==> src/rtl/lcd_tim_pkg.sv <==
package lcd_tim_pkg;

    // Horizontal phases of one scan line
    typedef enum logic [1:0] {
        H_SHIFT = 2'd0,   // shifting words (or idling on a retrace line)
        H_LATCH = 2'd1,   // setup cycle then latch pulse
        H_POST  = 2'd2    // hold cycle after the latch falls
    } hstate_t;

    localparam int unsigned RETRACE_LINES = 2;
    localparam int unsigned LATCH_HIGH    = 2;
    localparam int unsigned BUS_W         = 8;

    // Column-driver side of the interface
    typedef struct packed {
        logic             shclk;
        logic             latch;
        logic [BUS_W-1:0] data;
    } col_drive_t;

    function automatic int unsigned shifts_per_line(int unsigned width, bit dual);
        return dual ? width / 4 : width / 8;
    endfunction

    function automatic int unsigned lines_per_frame(int unsigned height, bit dual);
        return (dual ? height / 2 : height) + RETRACE_LINES;
    endfunction

endpackage

==> src/rtl/lcd_line_seq.sv <==
module lcd_line_seq
    import lcd_tim_pkg::*;
#(
    parameter int unsigned PANEL_W = 32
) (
    input  logic             clk,
    input  logic             rst,
    input  logic             dual,
    input  logic             blank,
    input  logic             pix_valid,
    input  logic [BUS_W-1:0] pix_data,
    output logic             pix_ready,
    output col_drive_t       drv,
    output logic             latch_end,
    output logic             line_done
);

    localparam int unsigned WMAX = shifts_per_line(PANEL_W, 1'b1);
    localparam int unsigned CW   = (WMAX > 1) ? $clog2(WMAX) : 1;
    localparam logic [CW-1:0] LAST_S = CW'(shifts_per_line(PANEL_W, 1'b0) - 1);
    localparam logic [CW-1:0] LAST_D = CW'(WMAX - 1);
    localparam logic [1:0]    LCNT_END = 2'(LATCH_HIGH);

    hstate_t          st;
    logic             ph;
    logic [CW-1:0]    wcnt;
    logic [1:0]       lcnt;
    logic             shclk_q;
    logic [BUS_W-1:0] data_q;
    logic [CW-1:0]    wlast;

    assign wlast     = dual ? LAST_D : LAST_S;
    assign pix_ready = !rst && (st == H_SHIFT) && !ph && !blank;

    always_ff @(posedge clk) begin
        if (rst) begin
            st      <= H_SHIFT;
            ph      <= 1'b0;
            wcnt    <= '0;
            lcnt    <= '0;
            shclk_q <= 1'b0;
            data_q  <= '0;
        end else begin
            unique case (st)
                H_SHIFT: begin
                    if (!ph) begin
                        if (blank) begin
                            ph <= 1'b1;
                        end else if (pix_valid) begin
                            ph      <= 1'b1;
                            shclk_q <= 1'b1;
                            data_q  <= pix_data;
                        end
                    end else begin
                        ph      <= 1'b0;
                        shclk_q <= 1'b0;
                        if (wcnt == wlast) begin
                            wcnt <= '0;
                            lcnt <= '0;
                            st   <= H_LATCH;
                        end else begin
                            wcnt <= wcnt + 1'b1;
                        end
                    end
                end
                H_LATCH: begin
                    if (lcnt == LCNT_END) st <= H_POST;
                    else                  lcnt <= lcnt + 1'b1;
                end
                H_POST:  st <= H_SHIFT;
                default: st <= H_SHIFT;
            endcase
        end
    end

    always_comb begin
        drv.shclk = shclk_q;
        drv.latch = (st == H_LATCH) && (lcnt != 2'd0);
        drv.data  = data_q;
    end

    assign latch_end = (st == H_LATCH) && (lcnt == LCNT_END);
    assign line_done = (st == H_POST);

endmodule

==> src/rtl/lcd_frame_seq.sv <==
module lcd_frame_seq
    import lcd_tim_pkg::*;
#(
    parameter int unsigned PANEL_H = 8
) (
    input  logic clk,
    input  logic rst,
    input  logic dual,
    input  logic line_done,
    input  logic latch_end,
    output logic blank,
    output logic frame_start,
    output logic ac
);

    localparam int unsigned LMAX = lines_per_frame(PANEL_H, 1'b0);
    localparam int unsigned LW   = $clog2(LMAX + 1);
    localparam logic [LW-1:0] VIS_S = LW'(PANEL_H);
    localparam logic [LW-1:0] VIS_D = LW'(PANEL_H / 2);
    localparam logic [LW-1:0] TAIL  = LW'(RETRACE_LINES - 1);

    logic [LW-1:0] line_q;
    logic [LW-1:0] vis;
    logic [LW-1:0] last;
    logic          ac_q;

    assign vis         = dual ? VIS_D : VIS_S;
    assign last        = vis + TAIL;
    assign blank       = (line_q >= vis);
    assign frame_start = (line_q == last);
    assign ac          = ac_q;

    always_ff @(posedge clk) begin
        if (rst) begin
            line_q <= '0;
            ac_q   <= 1'b0;
        end else begin
            if (line_done) line_q <= frame_start ? '0 : line_q + 1'b1;
            if (latch_end && frame_start) ac_q <= ~ac_q;
        end
    end

endmodule

==> src/rtl/lcd_panel_timing.sv <==
module lcd_panel_timing
    import lcd_tim_pkg::*;
#(
    parameter int unsigned PANEL_W = 32,
    parameter int unsigned PANEL_H = 8
) (
    input  logic             clk,
    input  logic             rst,
    input  logic [1:0]       cfg_mode,
    input  logic             pix_valid,
    input  logic [BUS_W-1:0] pix_data,
    output logic             pix_ready,
    output logic             lcd_shclk,
    output logic             lcd_latch,
    output logic             lcd_frame_start,
    output logic             lcd_ac,
    output logic [BUS_W-1:0] lcd_data,
    output logic             lcd_enable
);

    logic       dual_q;
    logic       en_q;
    logic       blank;
    logic       latch_end;
    logic       line_done;
    col_drive_t drv;

    // Mode is sampled only during reset; enable follows bit 1
    always_ff @(posedge clk) begin
        if (rst) begin
            dual_q <= cfg_mode[0];
            en_q   <= 1'b0;
        end else begin
            en_q   <= cfg_mode[1];
        end
    end

    lcd_line_seq #(.PANEL_W(PANEL_W)) u_line (
        .clk       (clk),
        .rst       (rst),
        .dual      (dual_q),
        .blank     (blank),
        .pix_valid (pix_valid),
        .pix_data  (pix_data),
        .pix_ready (pix_ready),
        .drv       (drv),
        .latch_end (latch_end),
        .line_done (line_done)
    );

    lcd_frame_seq #(.PANEL_H(PANEL_H)) u_frame (
        .clk         (clk),
        .rst         (rst),
        .dual        (dual_q),
        .line_done   (line_done),
        .latch_end   (latch_end),
        .blank       (blank),
        .frame_start (lcd_frame_start),
        .ac          (lcd_ac)
    );

    assign lcd_shclk  = drv.shclk;
    assign lcd_latch  = drv.latch;
    assign lcd_data   = drv.data;
    assign lcd_enable = en_q;

endmodule

==> config.mk <==
export PLATFORM = sky130hd
export DESIGN_NAME = lcd_panel_timing
export DESIGN_NICKNAME = d
export VERILOG_FILES = /design/src/rtl/lcd_tim_pkg.sv /design/src/rtl/lcd_line_seq.sv /design/src/rtl/lcd_frame_seq.sv /design/src/rtl/lcd_panel_timing.sv
export SDC_FILE = /design/constraint.sdc
export NUM_CORES = 1
export LEC_CHECK = 0
export ABC_AREA = 1
export BUFFER_PORTS_ARGS = -buffer_cell sky130_fd_sc_hd__buf_2
export CAP_MARGIN = 20
export CORE_AREA = 2 2 51 53
export DETAILED_ROUTE_END_ITERATION = 6
export DIE_AREA = 0 0 53 55
export PLACE_DENSITY = 0.74
export SYNTH_ARGS = -nofsm -noshare
export SYNTH_HDL_FRONTEND = slang
export SYNTH_SLANG_ARGS = --single-unit
==> constraint.sdc <==
create_clock -name clk -period 1.95 [get_ports clk]
set_input_delay 0.39 -clock clk [delete_from_list [all_inputs] [get_ports clk]]
set_output_delay 0.39 -clock clk [all_outputs]
set_load 0.02 [all_outputs]
Word level (Yosys, flattened, before mapping)
Cells that the tools add are included.

Register bits after elaboration: 24. Input bits: 13. Output and inout port bits: 14. Word-level logic and storage cells: 64.

Add/subtract/negate cells: 4. Order comparisons: 1. Equal/unequal tests: 10. Mux-type cells: 18. Bitwise logic cells: 3. Reduce and logical (&&, ||, !) cells: 18.

Operator list (number): two-way mux 2 bit (6); adder 4 x 1 -> 4 bit, second input constant (2); two-way mux 4 bit (2); case mux 2 bit (2 select lines) (2); AND reduction 4 bit (2); logical AND 1 bit (6); two-way mux 1 bit (6); two-way mux 3 bit (2); inequality test 2 bit, second input constant (3); AND reduction 3 bit (2); nonzero test 2 bit (3); equality test 2 bit, second input constant (2); equality test 4 bit (1); >= comparator 4 bit (1); inequality test 2 x 1 -> 1 bit, second input constant (2); adder 3 x 1 -> 3 bit, second input constant (1); equality test 3 bit (1); zero test 1 bit (3); NOT 1 bit (3); adder 2 x 1 -> 2 bit, second input constant (1); equality test 2 x 1 -> 1 bit, second input constant (1); zero test 2 bit (1); AND reduction 2 bit (1).

Longest topological paths before layout
Depth in word-level cells: 5. Depth in mapped cells: 9.

By module
Synthesis repeated with hierarchy kept, for this count alone.

Cells, all modules: 145. Area total of the unflattened synthesis: 1126.1 µm².

Modules (own cells, without submodules): lcd_line_seq (times used 1, cells each 97, area each 767.0 µm², sequential area each 340.3 µm²); lcd_frame_seq (times used 1, cells each 44, area each 299.0 µm², sequential area each 100.1 µm²); lcd_panel_timing (times used 1, cells each 4, area each 60.1 µm², sequential area each 50.0 µm²).

Least setup slack after synthesis
No wires, ideal clock.

Path kind: flip-flop to output port. From: reg dual_q. To: out pix_ready. Arrival time: 1.478 ns. Data required time: 1.560 ns. Setup slack: 0.082 ns. Stages on the path, launching flop included: 7. Path buffers: 0. Cell sequence: edfxtp_1 > ha_1 > nand2_1 > inv_1 > nand2_1 > nand2_1 > nor3_1.

Word-level cells in the longest chain between the ends: 4.

RTL lines: from (decl) (line lcd_panel_timing.sv:21) `logic dual_q;`; from (signal assigned) (line lcd_panel_timing.sv:31) `dual_q <= cfg_mode[0];`; two-way mux 4 bit (line lcd_frame_seq.sv:27) `assign vis = dual ? VIS_D : VIS_S;`; >= comparator 4 bit (line lcd_frame_seq.sv:29) `assign blank = (line_q >= vis);`; zero test 1 bit (line lcd_line_seq.sv:33) `assign pix_ready = !rst && (st == H_SHIFT) && !ph && !blank;`; logical AND 1 bit (line lcd_line_seq.sv:33); to (decl) (line lcd_panel_timing.sv:12) `output logic pix_ready,`.

No other way between the ends.

Worst setup path after layout
Same ends and word-level chain as after synthesis.

==> impl_metrics.yaml <==
run_status:
  outcome: "finished, violations left"
  violations: "negative setup slack"
global_route:
  gr-usage-all-layers_pct: 20.16
  grt_pass1_wl_mm: 4.133
  grt.overflow.total: 0
  grt_max_degree: 15
  grt_pass1_vias: 1001
  antenna_found_initial: 0
critical_path:
  startpoint_type: "flip-flop"
  cpMostUsedCell: "nand2_4"
  cp_max_fo: 4
  slowest_delay_ns: 0.51
  critPathSlowestCell: "edfxtp_1"
  crit_chain: "ha_4 -> nand2_4 -> inv_4 -> nand2_4 -> nand2_4 -> nor3_4 -> buf_6"
  critPathBufInv: 2
  cp-end-kind: "primary output"
  critPathKind: "flip-flop to primary output"
  rr_startpoint: "dual_q$_DFFE_PP_"
  crit_required_ns: 1.56
  cp.arrival_ns: 1.64
  cp-startpoint: "dual_q$_DFFE_PP_"
  crit_family: "flip-flops"
finish:
  final_area_mm2: 0.001481
  layout.nets: 215
  diodes: 0
  fill_cells: 205
  seq_area_um2: 490.5
  multi_input_area_um2: 624.3
  utilization_pct: 62.65
  syn2layout_area_growth_pct: 28.56
  drive_gt1_share_pct: 29.08
synthesis:
  synth_xor_area_share_pct: 0
  yosysTopAreaCellShare_pct: 39.96
  synth_compound_area_share_pct: 7.383
  synth_commonest_cells: "inv_1 (30), nor2_1 (29), nand2_1 (26)"
  ys_types: 17
  synth_seq_cells: 24
  synth_top_family_by_area: "simple AND/OR/NAND/NOR gates"
  yosysTopAreaCell: "dfxtp_1"
  yosysMostFrequentCell: "inv_1"
  synth_ff_type: "dfxtp_1"
  syn_area_mm2: 0.001152
  synth_fa_ha_area_share_pct: 5.429
  syn_area_per_cell_um2: 7.070
  syn_inst: 163
  synthMuxAreaShare_pct: 0
  ys_top_cells_by_area: "dfxtp_1 (40%), inv_1 (9.8%), nor2_1 (9.4%)"
  synth_edf_count: 1
  synth_seq_area_share_pct: 42.56
  synthArstFlopShare_pct: 0
  synth-simple-area-share_pct: 33.33
  synth_warnings: 0
  synth_fp_nets: 181
cts:
  root_buffer: "clkbuf_4"
  path_clk_slew_ns: 0.14
  cts_buffers: 3
  tritoncts: "built"
  cts_sinks: 24
  clk_path_buf_depth: 2
  clk_latency_ns: 0.33
  htreeDepth: 1
floorplanning:
  row_count: 18
  io_pins: 27
  chipHeight_um: 55
  die_area_mm2: 0.002915
  initial_core_util_pct: 48.73
  die_w_um: 53
  core-area_mm2: 0.002365
timing:
  setup_viol: 2
  finalCritPeriodShare_pct: 104.3
  timing.fmax_mhz: 491.5
  fin_crit_ns: 2.035
  hold_viol_final: 0
  slew_headroom_pct: 73.90
  clock_skew_ns: 0.003149
  fin_ws_ns: -0.08460
  slew_violations: 0
  rsz0062_at_grt: "true"
  worstMarginPinSlew_ns: 0.3910
detailed_routing:
  final_antenna_net_count: 0
  postRouteWirelength_mm: 2.672
  drc: 0
  first_pass_iters: 4
  vias_per_cell: 4.947
  wl_per_cell_um: 11.82
  vias: 1118
  drt_iter0_drc: 27
min_path:
  hp-start: "cfg_mode[0]"
  min-delay-path-class: "primary input to flip-flop"
pwr:
  total_leakage_power_uw: 0.0006957
  power_density_mw_per_mm2: 677.4
  peakVddDrop_uv: 394.9
placed_design:
  place_ws_ns: 0.1063
  dpl.hpwl_mm: 1.709
  gp_congestion: 0.7707
  placed_area_mm2: 0.001306
  io_buffers: 26
job:
  maxCapViolCount: 0
## layer usage
metal  global-route usage (%)  vias up  wire length, µm  share of wire [%]
li1                         -      581                -                  -
met1                    24.09      507             1162                 43
met2                    34.58       22             1347                 50
met3                    4.032        8               96                3.6
met4                    10.26        0               65                2.4
met5                        0        -                0                  0
## stage by stage
stage	setup TNS (ns)	power (µW)	hold WS, ns	cells
after global placement	0	716.5	0.4363	216
after global routing	-0.2747	1048	0.2258	226
after detailed placement	0	723.5	0.4380	216
after floorplan	0	670.7	0.4470	163
final	-0.1402	1004	0.2349	226
after CTS	-0.6302	974.7	0.2312	226
## layout make-up
type | instances | area share [%]
multi-input combinational | 105 | 42.15
sequential | 24 | 33.11
timing repair buffer | 32 | 12.42
inverter | 31 | 8.024
tap | 30 | 2.534
clock buffer | 4 | 1.774
## worst reg2reg max path, delay by kind of cell (launching register included)
family                   cells  cell delay (ns)
adder cells (fa/ha/maj)      1             0.36
buffers and inverters        4             0.45
flip-flops                   1             0.51
AND/OR/NAND/NOR              6             0.44
## power breakdown
| part | total [µW] | switching, µW | internal, µW |
|---|---|---|---|
| combinational | 225 | 136 | 88.4 |
| sequential | 540 | 16.7 | 523 |
| clock | 239 | 159 | 80.3 |
## logic make-up (layout without fill, tap and decap cells)
kind of cell,count (synthesis),after routing
compound gates,17,17
fa+ha+maj,5,5
buf+inv,34,67
flops,24,24
simple gates,83,83
## state kept, by name, summed over array words and instances, names as in the netlist, 2 cells and up
signal,cells
u_line.wcnt,3
u_frame.line_q,4
u_line.data_q,8
u_line.lcnt,2
u_line.st,2
## cell usage in the layout (no fill, tap or decap)
| cell | instances |
|---|---|
| nand3_2 | 1 |
| nand2_4 | 3 |
| inv_1 | 28 |
| nand3_1 | 3 |
| edfxtp_1 | 1 |
| dfxtp_1 | 23 |
| nor2_2 | 4 |
| nor2_1 | 27 |
| a21oi_1 | 10 |
| buf_6 | 1 |
| nor3_4 | 1 |
| inv_4 | 1 |
| ha_4 | 2 |
| buf_2 | 24 |
| clkbuf_1 | 1 |
| ha_1 | 3 |
| nand2_2 | 3 |
| o21ai_0 | 6 |
| a21oi_4 | 1 |
| inv_2 | 2 |
| nand4_1 | 10 |
| buf_4 | 7 |
| nor2_4 | 3 |
| nor3_1 | 4 |
| nand2_1 | 23 |
| clkbuf_4 | 3 |
| nand3_4 | 1 |
## worst paths after layout
kind	endpoint	slack, ns	cells past startpoint
max	pix_ready	-0.08	7
min	dual_q$_DFFE_PP_	0.23	1
max reg2reg	u_line.data_q[5]$_SDFFE_PP0P_	0.11	11
min reg2reg	u_line.shclk_q$_SDFFE_PP0P_	0.46	2
## repair_timing
| action | 4_1_cts | 5_1_grt |
|---|---|---|
| hold buffers | 0 | 0 |
| gates resized for setup | 9 | 14 |
| pin swaps | 4 | 10 |
| endpoints found under the hold margin | 0 | 0 |
| endpoints found under the setup margin | 2 | 10 |
| gates cloned | 0 | 0 |
| buffers inserted | 6 | 2 |
Note: power is estimated with default switching activity, not from simulation.
